==> src/rtl/dbell_pkg.sv <==
package dbell_pkg;
  localparam int OFS_STAT = 0;
  localparam int OFS_MASK = 2;
  localparam int OFS_RING = 4;

  // bit pattern of group n when groups are w bits wide
  function automatic logic [31:0] grp_bits(input int n, input int w);
    logic [31:0] one_grp;
    one_grp = (32'd1 << w) - 32'd1;
    return one_grp << (w * n);
  endfunction
endpackage

==> src/rtl/dbell_link_edge.sv <==
module dbell_link_edge (
  input  logic clk,
  input  logic rst,
  input  logic link_in,
  output logic link_evt
);
  logic link_prev;

  always_ff @(posedge clk) begin
    // under reset the history follows the input, so no edge is invented
    link_prev <= link_in;
  end

  assign link_evt = !rst && (link_in != link_prev);
endmodule

==> src/rtl/dbell_ring_dec.sv <==
module dbell_ring_dec #(
  parameter int DB_W   = 16,
  parameter int GRP_W  = 5,
  parameter int N_DVEC = 3,
  parameter int RING_W = 2
) (
  input  logic              ring_valid,
  input  logic [RING_W-1:0] ring_grp,
  input  logic              loc_ring_en,
  input  logic [N_DVEC-1:0] loc_ring_grps,
  input  logic              link_evt,
  output logic [DB_W-1:0]   set_bits
);
  import dbell_pkg::*;

  always_comb begin
    set_bits = '0;
    for (int n = 0; n < N_DVEC; n++) begin
      if ((ring_valid && int'(ring_grp) == n) || (loc_ring_en && loc_ring_grps[n]))
        set_bits = set_bits | DB_W'(grp_bits(n, GRP_W));
    end
    if (link_evt)
      set_bits[DB_W-1] = 1'b1;
  end
endmodule

==> src/rtl/dbell_regs.sv <==
module dbell_regs #(
  parameter int DB_W   = 16,
  parameter int ADDR_W = 3
) (
  input  logic              clk,
  input  logic              rst,
  input  logic              wr_en,
  input  logic              rd_en,
  input  logic [ADDR_W-1:0] addr,
  input  logic [DB_W-1:0]   wdata,
  input  logic [DB_W-1:0]   set_bits,
  output logic [DB_W-1:0]   status_q,
  output logic [DB_W-1:0]   mask_q,
  output logic [DB_W-1:0]   rdata
);
  import dbell_pkg::*;

  localparam logic [DB_W-1:0] RST_MASK = {1'b0, {(DB_W-1){1'b1}}};

  logic            hit_stat;
  logic            hit_mask;
  logic [DB_W-1:0] clr_bits;

  assign hit_stat = (addr == ADDR_W'(OFS_STAT));
  assign hit_mask = (addr == ADDR_W'(OFS_MASK));
  assign clr_bits = (wr_en && hit_stat) ? wdata : '0;

  always_ff @(posedge clk) begin
    if (rst) begin
      status_q <= '0;
      mask_q   <= RST_MASK;
    end else begin
      // setting is applied after clearing so a same-cycle event survives
      status_q <= (status_q & ~clr_bits) | set_bits;
      if (wr_en && hit_mask)
        mask_q <= wdata;
    end
  end

  always_ff @(posedge clk) begin
    if (rst)
      rdata <= '0;
    else if (rd_en) begin
      if (hit_stat)
        rdata <= status_q;
      else if (hit_mask)
        rdata <= mask_q;
      else
        rdata <= '0;
    end
  end
endmodule

==> src/rtl/dbell_vec_agg.sv <==
module dbell_vec_agg #(
  parameter int DB_W   = 16,
  parameter int GRP_W  = 5,
  parameter int N_DVEC = 3
) (
  input  logic            clk,
  input  logic            rst,
  input  logic [DB_W-1:0] status_q,
  input  logic [DB_W-1:0] mask_q,
  output logic [N_DVEC:0] irq_vec,
  output logic            irq_legacy
);
  import dbell_pkg::*;

  logic [DB_W-1:0] pend;
  assign pend = status_q & ~mask_q;

  for (genvar n = 0; n < N_DVEC; n++) begin : g_data_vec
    localparam logic [DB_W-1:0] GM = DB_W'(grp_bits(n, GRP_W));
    always_ff @(posedge clk) begin
      if (rst) irq_vec[n] <= 1'b0;
      else     irq_vec[n] <= |(pend & GM);
    end
  end

  always_ff @(posedge clk) begin
    if (rst) begin
      irq_vec[N_DVEC] <= 1'b0;
      irq_legacy      <= 1'b0;
    end else begin
      irq_vec[N_DVEC] <= pend[DB_W-1];
      irq_legacy      <= |pend;
    end
  end
endmodule

==> src/rtl/dbell_irq_ctrl.sv <==
module dbell_irq_ctrl #(
  parameter int DB_W   = 16,
  parameter int GRP_W  = 5,
  parameter int N_DVEC = 3,
  parameter int ADDR_W = 3,
  parameter int RING_W = $clog2(N_DVEC + 1)
) (
  input  logic              clk,
  input  logic              rst,
  input  logic              reg_wr_en,
  input  logic              reg_rd_en,
  input  logic [ADDR_W-1:0] reg_addr,
  input  logic [DB_W-1:0]   reg_wdata,
  output logic [DB_W-1:0]   reg_rdata,
  input  logic              ring_valid,
  input  logic [RING_W-1:0] ring_grp,
  input  logic              link_in,
  output logic [N_DVEC:0]   irq_vec,
  output logic              irq_legacy
);
  import dbell_pkg::*;

  logic            link_evt;
  logic            loc_ring_en;
  logic [DB_W-1:0] set_bits;
  logic [DB_W-1:0] status_q;
  logic [DB_W-1:0] mask_q;

  assign loc_ring_en = reg_wr_en && (reg_addr == ADDR_W'(OFS_RING));

  dbell_link_edge u_link (
    .clk      (clk),
    .rst      (rst),
    .link_in  (link_in),
    .link_evt (link_evt)
  );

  dbell_ring_dec #(
    .DB_W(DB_W), .GRP_W(GRP_W), .N_DVEC(N_DVEC), .RING_W(RING_W)
  ) u_dec (
    .ring_valid    (ring_valid),
    .ring_grp      (ring_grp),
    .loc_ring_en   (loc_ring_en),
    .loc_ring_grps (reg_wdata[N_DVEC-1:0]),
    .link_evt      (link_evt),
    .set_bits      (set_bits)
  );

  dbell_regs #(.DB_W(DB_W), .ADDR_W(ADDR_W)) u_regs (
    .clk      (clk),
    .rst      (rst),
    .wr_en    (reg_wr_en),
    .rd_en    (reg_rd_en),
    .addr     (reg_addr),
    .wdata    (reg_wdata),
    .set_bits (set_bits),
    .status_q (status_q),
    .mask_q   (mask_q),
    .rdata    (reg_rdata)
  );

  dbell_vec_agg #(.DB_W(DB_W), .GRP_W(GRP_W), .N_DVEC(N_DVEC)) u_agg (
    .clk        (clk),
    .rst        (rst),
    .status_q   (status_q),
    .mask_q     (mask_q),
    .irq_vec    (irq_vec),
    .irq_legacy (irq_legacy)
  );
endmodule

==> config.mk <==
export PLATFORM = sky130hd
export DESIGN_NAME = dbell_irq_ctrl
export DESIGN_NICKNAME = d
export VERILOG_FILES = /design/src/rtl/dbell_pkg.sv /design/src/rtl/dbell_link_edge.sv /design/src/rtl/dbell_ring_dec.sv /design/src/rtl/dbell_regs.sv /design/src/rtl/dbell_vec_agg.sv /design/src/rtl/dbell_irq_ctrl.sv
export SDC_FILE = /design/constraint.sdc
export NUM_CORES = 1
export LEC_CHECK = 0
export BUFFER_PORTS_ARGS = -buffer_cell sky130_fd_sc_hd__buf_4
export CAP_MARGIN = 20
export CORE_ASPECT_RATIO = 1.4
export CORE_MARGIN = 1
export CORE_UTILIZATION = 45
export DETAILED_ROUTE_END_ITERATION = 10
export PLACE_DENSITY = 0.67
export SYNTH_ARGS = -nofsm -noshare
export SYNTH_HDL_FRONTEND = slang
export SYNTH_HIERARCHICAL = 1
export SYNTH_SLANG_ARGS = --single-unit
==> constraint.sdc <==
create_clock -name clk -period 3.15 [get_ports clk]
set_clock_uncertainty 0.1 [all_clocks]
set_input_delay 0 -clock clk [delete_from_list [all_inputs] [get_ports clk]]
set_output_delay 0 -clock clk [all_outputs]
set_load 0.01 [all_outputs]
==> out/summary.txt <==
syn_area_per_cell -> 9.87 um^2
remaining antenna violation count -> 0
Buf+Inv Stages, Crit Path -> 1
Achievable Freq -> 744 MHz
CTS tree -> done
Post-Place Cells -> 338
total number of vias -> 1809
Final Cycle Share -> 0.427
metal3 WL -> 119 um
Initial Utilization -> 0.471
Via density -> 4.98
most frequent cell after synthesis -> dfxtp_1
number of gates resized after CTS -> 0
Setup CP Type -> input port to flip-flop
Die Span Y -> 89.6 um
Final Setup Violations -> 0
starting DRC count in detailed routing -> 39
Area Growth Syn to Fin -> 21.2%
synthesized cell area -> 2470 um^2
maximum vdd drop -> 0.248 mV
Setup Fix Bufs, Post-CTS -> 0
outcome -> finished clean
total core area -> 5240 um^2
cts hold-fix bufs -> 17
final slew viol count -> 0
async set-reset flop share out of synthesis -> 0
Skew-Pair Late Insertion Delay -> 300 ps
gr usage total -> 0.186
H-tree depth -> 2
Tmin final -> 1340 ps
# port buffers -> 47
dpl hpwl -> 3430 um
initial antenna violation count -> 0
YS warnings -> 6
synth unique cells -> 25
EDFF count, synth -> 0
M1 WL -> 2250 um
vias in the first global route -> 1747
Std-Cell Rows -> 31
largest net degree at the start of global routing -> 57
layout cells sized above 1 -> 0.253
Worst setup SP type -> input port
# DRC -> 0
Synth Flop Type -> dfxtp_1
DIE WIDTH -> 64.6 um
gr ovfl total -> 0
synthesis-stage register bit count -> 54
clock slew at reported path FFs -> 90 ps
DR top layer -> met4
Post-Layout Cell Count -> 363
Slew headroom -> 0.340
commonest cells in the netlist -> dfxtp_1 (54), nor2_1 (52), mux2i_1 (32), inv_1 (30)
max cap viols -> 0
Critical Path RT -> 3280 ps
pwr dens -> 432 nW/um^2
Post-layout nets -> 323
n_diodes -> 0
CP Capture Type -> flip-flop
leak pwr -> 1.17 nW
cells after synthesis -> 250
Cell Chain, Critical Path -> buf_4 -> or4b_1 -> o2bb2ai_1
routability congestion estimate -> 0.722
number of fill cells -> 481
WL/cell -> 13.9 um
setup TNS -> 0 ps
Seq/Total Area, Yosys -> 0.438
CTS Sinks -> 54
post-synth top area cell -> dfxtp_1
CP max stage delay -> 910 ps
top-area cell type share of the netlist area -> 0.438
I/O pins -> 48
First-pass DRT Iterations -> 4
CTS Buf Count -> 5
final hold vios -> 0
syn nets -> 277
die area -> 5790 um^2
dominant delay contributor by cell family on the critical path -> simple AND/OR/NAND/NOR gates
wire length of the first global-routing pass -> 8120 um
WL met2 -> 2640 um
Slew @ Worst Pin -> 986 ps
CTS Root Cell -> clkbuf_8
top cells by area, synth -> dfxtp_1 (44%), mux2i_1 (13%), nor2_1 (7.9%), o2bb2ai_2 (6.1%), a311oi_1 (5.7%)
clk buf depth -> 2
RSZ-0062 raised after global routing -> no
Hold Crit Class -> input port to flip-flop
Critical Path Slowest Stage Cell -> or4b_1
Routed WL -> 5060 um
CP Data Arrival Time -> 1470 ps
Worst Path Max Fanout -> 56
[power breakdown]
part           internal (mW)  switching (mW)
logic                 0.0879          0.0833
registers              0.709          0.0192
clock network          0.177           0.217
total                  0.974           0.319
[logic make-up (layout without fill, tap and decap cells)]
logic type      Yosys count  in the layout  synth area share
compound gates           42             42             0.175
xor+xnor                  1              1           0.00355
buf+inv                  56            103             0.120
flops                    54             54             0.438
mux                      32             32             0.130
simple gates             65             65             0.133
[through the flow]
step                power [mW]  cell area [um^2]  setup slack, ps  utilization  hold slack (ps)
floorplan                0.850              2470             2050            -            -72.3
global placement         0.896              2730             1540        0.521             21.8
detailed placement       0.900              2730             1500        0.521             24.7
CTS                       1.31              2990             1820        0.572             47.0
global route              1.36              2990             1750        0.572             57.5
finish                    1.29              2990             1810        0.572             51.8
[sequential cells by signal, indices dropped and copies added, names as in the netlist]
| name | count |
|---|---|
| u_link/link_prev | 1 |
| u_agg/irq_legacy | 1 |
| u_regs/status_q | 16 |
| u_regs/rdata | 16 |
| u_agg/irq_vec | 4 |
| u_regs/mask_q | 16 |
[final cells by class]
type / instances / area, um^2 / share of cell area
well taps: 66 / 82.6 / 0.0276
multi-input cells: 140 / 1090 / 0.365
repair buffers: 65 / 531 / 0.177
flip-flops and latches: 54 / 1080 / 0.361
clock buffers: 6 / 82.6 / 0.0276
inverters: 30 / 113 / 0.0376
clock inverters: 2 / 12.5 / 0.00418
[per-layer routing]
| layer | GRT usage | vias up |
|---|---|---|
| met5 | 0 | - |
| met4 | 0.0667 | 0 |
| met3 | 0.0379 | 4 |
| met2 | 0.338 | 27 |
| met1 | 0.216 | 839 |
| li1 | - | 939 |
[worst paths after layout]
kind,start,end,slack [ps],cells after the start
worst max-delay path,rst,u_regs/rdata[1],1810,3
worst min-delay path,rst,u_agg/irq_vec[3],50,2
worst max register to register,u_regs/status_q[0],u_agg/irq_legacy,2020,4
worst min register to register,u_regs/rdata[5],u_regs/rdata[5],380,1
[cells in the final DEF, fill, tap and decap left out, drive strengths merged]
cell type	synthesis	layout
dfxtp	54	54
nor2	52	52
buf	21	48
mux2i	32	32
inv	30	30
dlygate4sd3	0	17
a311oi	16	16
o2bb2ai	16	16
clkbuf	5	6
o22ai	6	6
nor3	3	3
nand2b	3	3
a32o	3	3
nor2b	3	3
and4bb	2	2
clkinvlp	0	1
clkinv	0	1
a41oi	1	1
xnor2	1	1
nor4b	1	1
or4b	1	1
(Power assumes the default switching activity.)
